<file path="src/rtl/spi_cfg_pkg.sv">
// Shared types for the serial configuration port.
// Assumes a 5-bit register address carried in the instruction byte.
package spi_cfg_pkg;

    localparam int ADDR_W      = 5;
    localparam int CTRL_LSB    = 0;   // register 0 bit: LSB-first order
    localparam int CTRL_4WIRE  = 1;   // register 0 bit: separate pins

    typedef enum logic [0:0] {
        PH_INSTR = 1'b0,
        PH_DATA  = 1'b1
    } phase_e;

    typedef struct packed {
        logic four_wire;
        logic lsb_first;
    } port_mode_t;

    typedef struct packed {
        logic              is_read;
        logic [1:0]        cnt_m1;
        logic [ADDR_W-1:0] addr;
    } instr_t;

endpackage

</file>
<file path="src/rtl/spi_pin_front.sv">
// Synchronises the serial pins into the system clock domain and
// produces single-cycle SCLK edge strobes.
// Assumes each SCLK level lasts at least SYNC_STAGES+2 system clocks.
module spi_pin_front #(
    parameter int SYNC_STAGES = 2
) (
    input  logic clk,
    input  logic rst_n,
    input  logic cs_n,
    input  logic sclk,
    input  logic sdi,
    output logic cs_idle,
    output logic sclk_rise,
    output logic sclk_fall,
    output logic sdi_s
);
    localparam int NPIN = 3;
    localparam logic [NPIN-1:0] RST_VAL = 3'b100;   // cs_n idles high

    logic [NPIN-1:0] pin_raw;
    logic [NPIN-1:0] chain [SYNC_STAGES];
    logic            sclk_d;

    assign pin_raw = {cs_n, sclk, sdi};

    genvar st;
    generate
        for (st = 0; st < SYNC_STAGES; st++) begin : g_stage
            // One flop rank of the synchroniser chain
            always_ff @(posedge clk) begin
                if (!rst_n)
                    chain[st] <= RST_VAL;
                else if (st == 0)
                    chain[st] <= pin_raw;
                else
                    chain[st] <= chain[st-1];
            end
        end
    endgenerate

    // Delayed copy of synchronised SCLK for edge detection
    always_ff @(posedge clk) begin
        if (!rst_n) sclk_d <= 1'b0;
        else        sclk_d <= chain[SYNC_STAGES-1][1];
    end

    assign cs_idle   = chain[SYNC_STAGES-1][2];
    assign sdi_s     = chain[SYNC_STAGES-1][0];
    assign sclk_rise =  chain[SYNC_STAGES-1][1] & ~sclk_d;
    assign sclk_fall = ~chain[SYNC_STAGES-1][1] &  sclk_d;

endmodule

</file>
<file path="src/rtl/spi_xfer_engine.sv">
// Two-phase transfer engine: shifts in the instruction, then moves
// one to four data bytes, stepping the address after each byte.
// Assumes edge strobes from spi_pin_front; the mode is latched only
// while idle at the start of an instruction.
module spi_xfer_engine
    import spi_cfg_pkg::*;
(
    input  logic              clk,
    input  logic              rst_n,
    input  logic              cs_idle,
    input  logic              sclk_rise,
    input  logic              sclk_fall,
    input  logic              sdi_s,
    input  port_mode_t        mode_cfg,
    input  logic [7:0]        rd_data,
    output logic [ADDR_W-1:0] rd_addr,
    output logic              wr_en,
    output logic [ADDR_W-1:0] wr_addr,
    output logic [7:0]        wr_data,
    output logic              busy,
    output port_mode_t        mode_q,
    output logic              sdio_o,
    output logic              sdio_oe,
    output logic              sdo
);
    phase_e            phase;
    logic [2:0]        bit_idx;
    logic [7:0]        shreg;
    logic [7:0]        shift_nxt;
    logic              rd_q;
    logic [1:0]        bytes_left;
    logic [ADDR_W-1:0] addr_q;
    logic [ADDR_W-1:0] addr_step;
    logic [2:0]        out_sel;
    logic              out_q;
    instr_t            instr;

    assign busy      = (phase != PH_INSTR) || (bit_idx != 3'd0);
    assign shift_nxt = mode_q.lsb_first ? {sdi_s, shreg[7:1]}
                                        : {shreg[6:0], sdi_s};
    assign instr     = instr_t'(shift_nxt);
    assign addr_step = mode_q.lsb_first ? addr_q + 1'b1 : addr_q - 1'b1;
    assign out_sel   = mode_q.lsb_first ? bit_idx : 3'd7 - bit_idx;
    assign rd_addr   = addr_q;

    // Latch bit order and pin mode only between cycles
    always_ff @(posedge clk) begin
        if (!rst_n)     mode_q <= '0;
        else if (!busy) mode_q <= mode_cfg;
    end

    // Phase, bit counter, shift register and address sequencing
    always_ff @(posedge clk) begin
        if (!rst_n) begin
            phase      <= PH_INSTR;
            bit_idx    <= 3'd0;
            shreg      <= 8'h00;
            rd_q       <= 1'b0;
            bytes_left <= 2'd0;
            addr_q     <= '0;
        end else if (cs_idle) begin
            phase   <= PH_INSTR;
            bit_idx <= 3'd0;
        end else if (sclk_rise) begin
            shreg   <= shift_nxt;
            bit_idx <= bit_idx + 3'd1;
            if (bit_idx == 3'd7) begin
                if (phase == PH_INSTR) begin
                    rd_q       <= instr.is_read;
                    bytes_left <= instr.cnt_m1;
                    addr_q     <= instr.addr;
                    phase      <= PH_DATA;
                end else begin
                    addr_q <= addr_step;
                    if (bytes_left == 2'd0) phase <= PH_INSTR;
                    else                    bytes_left <= bytes_left - 2'd1;
                end
            end
        end
    end

    // Registered write strobe on the last bit of a write byte
    always_ff @(posedge clk) begin
        if (!rst_n) begin
            wr_en   <= 1'b0;
            wr_addr <= '0;
            wr_data <= 8'h00;
        end else begin
            wr_en <= 1'b0;
            if (!cs_idle && sclk_rise && bit_idx == 3'd7 &&
                phase == PH_DATA && !rd_q) begin
                wr_en   <= 1'b1;
                wr_addr <= addr_q;
                wr_data <= shift_nxt;
            end
        end
    end

    // Read bit launched on each SCLK falling edge
    always_ff @(posedge clk) begin
        if (!rst_n || cs_idle)
            out_q <= 1'b0;
        else if (sclk_fall)
            out_q <= (phase == PH_DATA && rd_q) ? rd_data[out_sel] : 1'b0;
    end

    assign sdio_oe = (phase == PH_DATA) && rd_q && !mode_q.four_wire && !cs_idle;
    assign sdio_o  = mode_q.four_wire ? 1'b0 : out_q;
    assign sdo     = mode_q.four_wire ? out_q : 1'b0;

endmodule

</file>
<file path="src/rtl/spi_reg_bank.sv">
// Bank of 8-bit configuration registers with one write port, one
// read port and a flat parallel view. Register 0 holds the port mode.
// Assumes NREG does not exceed the instruction address space.
module spi_reg_bank
    import spi_cfg_pkg::*;
#(
    parameter int NREG = 32
) (
    input  logic              clk,
    input  logic              rst_n,
    input  logic              wr_en,
    input  logic [ADDR_W-1:0] wr_addr,
    input  logic [7:0]        wr_data,
    input  logic [ADDR_W-1:0] rd_addr,
    output logic [7:0]        rd_data,
    output port_mode_t        mode_cfg,
    output logic [NREG*8-1:0] regs_q
);
    logic [7:0] regs [NREG];

    genvar r;
    generate
        for (r = 0; r < NREG; r++) begin : g_reg
            // One configuration register
            always_ff @(posedge clk) begin
                if (!rst_n)
                    regs[r] <= 8'h00;
                else if (wr_en && wr_addr == ADDR_W'(r))
                    regs[r] <= wr_data;
            end
            assign regs_q[r*8 +: 8] = regs[r];
        end
    endgenerate

    // Read multiplexer; unmapped addresses read as zero
    always_comb begin
        rd_data = 8'h00;
        for (int i = 0; i < NREG; i++)
            if (rd_addr == ADDR_W'(i)) rd_data = regs[i];
    end

    assign mode_cfg.lsb_first = regs[0][CTRL_LSB];
    assign mode_cfg.four_wire = regs[0][CTRL_4WIRE];

endmodule

</file>
<file path="src/rtl/spi_cfg_port.sv">
// Top of the serial configuration register port: pin front end,
// transfer engine and register bank.
// Assumes the host keeps SCLK low while chip select changes.
module spi_cfg_port
    import spi_cfg_pkg::*;
#(
    parameter int NREG        = 32,
    parameter int SYNC_STAGES = 2
) (
    input  logic              clk,
    input  logic              rst_n,
    input  logic              cs_n,
    input  logic              sclk,
    input  logic              sdi,
    output logic              sdio_o,
    output logic              sdio_oe,
    output logic              sdo,
    output logic [NREG*8-1:0] regs_q
);
    logic              cs_idle, sclk_rise, sclk_fall, sdi_s;
    logic              wr_en, busy;
    logic [ADDR_W-1:0] wr_addr, rd_addr;
    logic [7:0]        wr_data, rd_data;
    port_mode_t        mode_cfg, mode_q;

    spi_pin_front #(.SYNC_STAGES(SYNC_STAGES)) u_front (
        .clk(clk), .rst_n(rst_n), .cs_n(cs_n), .sclk(sclk), .sdi(sdi),
        .cs_idle(cs_idle), .sclk_rise(sclk_rise), .sclk_fall(sclk_fall),
        .sdi_s(sdi_s)
    );

    spi_xfer_engine u_engine (
        .clk(clk), .rst_n(rst_n), .cs_idle(cs_idle),
        .sclk_rise(sclk_rise), .sclk_fall(sclk_fall), .sdi_s(sdi_s),
        .mode_cfg(mode_cfg), .rd_data(rd_data), .rd_addr(rd_addr),
        .wr_en(wr_en), .wr_addr(wr_addr), .wr_data(wr_data),
        .busy(busy), .mode_q(mode_q),
        .sdio_o(sdio_o), .sdio_oe(sdio_oe), .sdo(sdo)
    );

    spi_reg_bank #(.NREG(NREG)) u_bank (
        .clk(clk), .rst_n(rst_n), .wr_en(wr_en), .wr_addr(wr_addr),
        .wr_data(wr_data), .rd_addr(rd_addr), .rd_data(rd_data),
        .mode_cfg(mode_cfg), .regs_q(regs_q)
    );

endmodule

</file>
<file path="config.mk">
export PLATFORM = sky130hd
export DESIGN_NAME = spi_cfg_port
export DESIGN_NICKNAME = d
export VERILOG_FILES = /design/src/rtl/spi_cfg_pkg.sv /design/src/rtl/spi_pin_front.sv /design/src/rtl/spi_xfer_engine.sv /design/src/rtl/spi_reg_bank.sv /design/src/rtl/spi_cfg_port.sv
export SDC_FILE = /design/constraint.sdc
export NUM_CORES = 1
export LEC_CHECK = 0
export ABC_AREA = 1
export BUFFER_PORTS_ARGS = -buffer_cell sky130_fd_sc_hd__clkbuf_2
export CORE_MARGIN = 2
export CORE_UTILIZATION = 50
export DETAILED_ROUTE_END_ITERATION = 8
export GPL_TIMING_DRIVEN = 0
export PLACE_DENSITY = 0.81
export SYNTH_ARGS = -nofsm -noshare
export SYNTH_HDL_FRONTEND = slang
export SYNTH_SLANG_ARGS = --single-unit
</file>
<file path="constraint.sdc">
create_clock -name clk -period 7.2 [get_ports clk]
set_input_delay 0.72 -clock clk [delete_from_list [all_inputs] [get_ports clk]]
set_output_delay 0.72 -clock clk [all_outputs]
set_load 0.02 [all_outputs]
</file>
# After elaboration in Yosys (flattened, before gate mapping)

Memories as Yosys holds them, arrays and structs flattened.
Index checks and enable logic that the tools add are counted.
W data, S select, Z words.

Add/subtract/negate cells: 5
$lt $le $gt $ge: 1
Equal/unequal tests: 64
Muxes and demuxes: 178
Bitwise operators: 41
Reductions and logical operators: 55

Operators with widths:

| kind                  | count |
|---|---|
| $mux W8               | 65 |
| $eq A5 B5 Y1 const B  | 32 |
| $mux W1               | 105 |
| $eq A5 B4 Y1 const B  | 16 |
| $eq A5 B3 Y1 const B  | 8 |
| $logic_and A1 B1 Y1   | 39 |
| $or A1 B1 Y1          | 34 |
| $eq A5 B2 Y1 const B  | 4 |
| $eq A5 B1 Y1 const B  | 2 |
| $logic_not A5 Y1      | 2 |
| $mux W5               | 2 |
| $mux W3               | 3 |
| $reduce_and A4 Y1     | 2 |
| $add A5 B1 Y5 const B | 1 |
| $not A1 Y1            | 5 |
| $sub A5 B1 Y5 const B | 1 |
| $logic_not A1 Y1      | 4 |
| $lt A3 B4 Y1 const B  | 1 |
| $mux W2               | 2 |
| $reduce_and A2 Y1     | 2 |
| $add A3 B1 Y3 const B | 1 |
| $bmux W1 S3           | 1 |
| $eq A3 B3 Y1 const B  | 1 |
| $reduce_and A3 Y1     | 1 |
| 8 further kinds       | 10 |

Flip-flop bits (word level): 38
RAM bits: 262
Word-level logic and storage cells: 359
Memories kept: 2

Memories:

| name          | words | bits a word | read ports | clocked after Yosys merged registers in | write ports | RTL line            | RTL |
|---|---|---|---|---|---|---|---|
| u_bank.regs   | 32    | 8           | 32         | 0                                       | 32          | spi_reg_bank.sv:19  | `logic [7:0] regs [NREG];` |
| u_front.chain | 2     | 3           | 2          | 0                                       | 2           | spi_pin_front.sv:21 | `logic [NPIN-1:0] chain [SYNC_STAGES];` |

# Depth between registers and ports, before layout

Depth in word-level cells: 36
Gate-level depth with buffers: 46
Depth with buffers taken out: 45

# By module

From an unflattened synthesis, not the netlist that was laid out.

Cells, all modules: 1535
Area, all modules: 14104.8 um2

By module, submodules not included:

| module          | times used | cells each | area each (um2) | seq. area each (um2) |
|---|---|---|---|---|
| spi_reg_bank    | 1          | 1259       | 11931.4         | 7687.4 |
| spi_xfer_engine | 1          | 251        | 1965.6          | 740.7 |
| spi_pin_front   | 1          | 25         | 207.7           | 140.1 |

# Worst setup path before layout

OpenSTA, ideal clock, no wires.

Kind: register to register
Start point: register u_engine.addr_q[1], in the netlist u_engine.rd_addr[1]
End point: register u_engine.out_q
Library setup time: 0.066 ns
Arrival: 3.032 ns
Slack: 4.102 ns
Stages on the path, launching flop included: 47
Buffers on the path: 1
Cell sequence: dfxtp_1 > inv_1 > ha_1 > buf_2 > nand2_1 > nand2_1 > nor2_1 > o21ai_1 > nand2_1 > nand2_1 > nand2_1 > nand2_1 > nand2_1 > nand2_1 > nand3_1 > nand2_1 > nand2_1 > nand2_1 > [11 not listed] > nand2_1 > nand2_1 > nand2_1 > nand2_1 > nand2_1 > nand2_1 > nand2_1 > nand2_1 > nand2_1 > nand2_1 > nand2_1 > nand2_1 > nand2_1 > nand2_1 > nand2_1 > a21oi_1 > nand2_1 > a21oi_2

Word-level cells in the longest chain between the ends: 36
Elaborated cells between the ends (all ways): 67
Classes of those cells: eq/ne (31); mux (35); reduce/logical (1)

RTL lines:

| item                              | RTL line               | RTL |
|---|---|---|
| from (decl)                       | spi_xfer_engine.sv:32  | `logic [ADDR_W-1:0] addr_q;` |
| from (signal assigned)            | spi_xfer_engine.sv:71  | `addr_q <= instr.addr;` |
| from (signal assigned)            | spi_xfer_engine.sv:74  | `addr_q <= addr_step;` |
| $logic_not A5 Y1                  | spi_reg_bank.sv:39     | `if (rd_addr == ADDR_W'(i)) rd_data = regs[i];` |
| $mux W8 (31 in series)            | spi_reg_bank.sv:39     |  |
| $mux W8 (*)                       | spi_reg_bank.sv:39     |  |
| $bmux W1 S3 (*)                   | spi_xfer_engine.sv:104 | `out_q <= (phase == PH_DATA && rd_q) ? rd_data[out_sel] : 1'b0;` |
| $mux W1 (not written as such) (*) | spi_xfer_engine.sv:104 |  |
| $mux W1 (*)                       | spi_xfer_engine.sv:104 |  |
| to (signal assigned)              | spi_xfer_engine.sv:104 |  |
| to (decl)                         | spi_xfer_engine.sv:35  | `logic out_q;` |

Mark *: on every way between the ends. The rest lies on a longest branch, timed or not. The select of a mux whose other input is x is not followed.
A chain may end at the register's enable or synchronous reset.

# Worst setup path after layout

Same ends and word-level chain as after synthesis.

==> metrics.cfg <==
[run_status]
status = finished clean

[timing]
finalSetupTns_ns = 0
rsz0062_at_grt = false
tightest_slew_ns = 1.070
finalSetupViolCount = 0
hold_viol = 0
maxSlewViolCount = 0
relSlewSlack_pct = 28.01
fmaxAchievable_mhz = 237.4
period_share_pct = 58.51
period_minus_slack_ns = 4.213
clock-skew-final_ns = 0.02060

[synth]
ys_ff_latch = 300
yosys_warnings = 0
ys_seq_area_share_pct = 58.58
synth_area_leader_cell = edfxtp_1
synth.top_cell.area_share_pct = 52.56
netlist_area_mm2 = 0.01463
synth_edf_count = 256
synth_area_leaders = edfxtp_1, nand2_1, nor2_1
synth_cells = 1701
synthArstFlopShare_pct = 0
synth_cell_types = 47
synth.most_common_cell = nand2_1
syn_avg_cell_area_um2 = 8.599
yosys_most_used_dff = edfxtp_1
syn_nets = 1717
synthTopCellsByCount = nand2_1, nor2_1, edfxtp_1

[detailed_routing]
dr.pass1.iters = 6
drtAntennaViolNets = 0
wl_um = 45410
routed_via_density = 5.498
post_drt_wl_per_cell_um = 18.89
drc_errors = 0
vias = 13220
drt_iter0_drc = 1750

[setup_path]
cp-start-kind = flop
slowest_stage = dfxtp_1
cp_max_fo = 9
cp.required_ns = 7.68
crit_top_cell = nand2_1
cp.arrival_ns = 4.70
cp-end-kind = flop
worstSetupPathType = flop to flop
slowest_delay_ns = 0.44

[flow_run]
drv_cap = 0

[cts]
cts_tree = yes
clk_latency_ns = 0.56
cts_post_setup_buffers_inserted = 0
ctsHoldBuffers = 0
cts-root-buf = clkbuf_16
clk_path_buf_depth = 3
clk_pin_slew_ns = 0.07
htree_num_levels = 1
cts_buffers = 30
cts_resized = 0
clock_sinks = 300

[floorplan]
die_h_um = 175.0
io_pins = 264
die_w_um = 175.0
initial_utilization_pct = 50.82
rows = 62
die_area_mm2 = 0.03064
core_mm2 = 0.02878

[final_layout]
layout-drive-gt1-share_pct = 18.57
design_area_mm2 = 0.01744
num-nets-final = 2011
fin_util_pct = 60.60
nFillCells = 2392
syn_to_final_growth_pct = 19.25

[power_and_ir_drop]
p_per_area_mw_per_mm2 = 222.6
p_sw_mw = 0.9127
intPower_mw = 2.970
ir_drop_mv = 0.1764
clockPowerShare_pct = 41.3
swShare_pct = 23.50
p_seq_share_pct = 51.9
comb_power_share_pct = 6.7
p_leak_nw = 7.297

[grt]
grt_pass1_wl_um = 67940
grt_overflow = 0
grt_pass1_vias = 12450
grt_antenna_before_repair = 1
grt_max_degree = 15
grt.total_usage_pct = 28.67

[hold_path]
hold_path.class = input port to flop

[place]
portBuffers = 262
dpl-instance-area_mm2 = 0.01642
hpwl_um = 33910
gp_congestion = 0.9991

cell usage in the layout (no fill, tap or decap), drive strengths merged, types with 24 or more instances in the layout:
master  instances
nand2         477
nor2          363
clkbuf        351
edfxtp        256
inv           183
a21oi         107
o21ai          76
dfxtp          44
nand3          43
buf            24
critical path: cells and delay by family, from the launching register on:
| family | cells | cell delay, ns |
|---|---|---|
| buffers and inverters | 2 | 0.34 |
| AO/OA/AOI/OAI | 3 | 0.33 |
| adder cells (fa/ha/maj) | 1 | 0.20 |
| flip-flops | 1 | 0.44 |
| AND/OR/NAND/NOR | 38 | 2.82 |
layout make-up:
| class | instances | area, µm² | area share [%] |
|---|---|---|---|
| multi-input cells | 1145 | 5015 | 28.75 |
| clock buffers | 42 | 867.1 | 4.971 |
| inverters | 185 | 696.9 | 3.996 |
| clock inverters | 14 | 147.6 | 0.8465 |
| well taps | 384 | 480.5 | 2.755 |
| plain buffers | 71 | 352.8 | 2.023 |
| diodes | 1 | 2.502 | 0.01435 |
| repair buffers | 262 | 1311 | 7.518 |
| flip-flops and latches | 300 | 8568 | 49.12 |
per-stage QoR:
step	total power [mW]	instances	hold WS, ns	worst slack, ns
final	3.883	2404	0.3458	2.987
after global routing	3.973	2403	0.3626	2.580
after CTS	3.880	2403	0.3393	3.079
after detailed placement	2.312	2347	0.3988	3.132
after global placement	2.306	2347	0.3932	3.208
after floorplan	2.190	1701	0.3905	4.102
power groups by stage:
stage | Combinational [mW] | Sequential, mW | Clock (mW)
floorplan | 0.0625 | 2.13 | 0
global placement | 0.258 | 2.05 | 0
detailed placement | 0.261 | 2.05 | 0
CTS | 0.262 | 2.01 | 1.60
global route | 0.279 | 2.02 | 1.67
finish | 0.262 | 2.02 | 1.61
final timing paths:
path | depth (start not counted) | from | endpoint | slack (ns)
worst min-delay path | 3 | sdi | u_front.chain[0][0] | 0.35
worst min register to register | 1 | u_front.chain[0][2] | u_front.chain[1][2] | 0.41
worst max-delay path | 44 | u_engine.rd_addr[1] | u_engine.out_q | 2.99
worst max register to register | 44 | u_engine.rd_addr[1] | u_engine.out_q | 2.99
registers in the layout, summed over array words and instances, names as in the netlist:
register,cells
u_bank.regs,256
u_engine.shreg,8
u_engine.wr_data,8
u_front.chain,6
u_engine.rd_addr,5
u_engine.wr_addr,5
u_engine.bit_idx,3
u_engine.bytes_left,2
u_engine.mode_q,2
u_engine.out_q,1
u_engine.phase,1
u_engine.rd_q,1
u_engine.wr_en,1
u_front.sclk_d,1
routing by layer:
metal	track usage, %	vias to the layer above	wire length (µm)
met3	4.939	147	4642
li1	-	6074	-
met5	0	-	0
met2	47.53	823	21420
met4	12.05	0	2158
met1	37.38	6173	17190
cell families after synthesis:
logic type / synth area share, %
buf+inv: 7.177
compound gates: 7.254
flops: 58.58
simple gates: 25.69
fa+ha+maj: 0.9410
xor+xnor: 0.3593
Note: power is estimated with default switching activity, not from simulation.
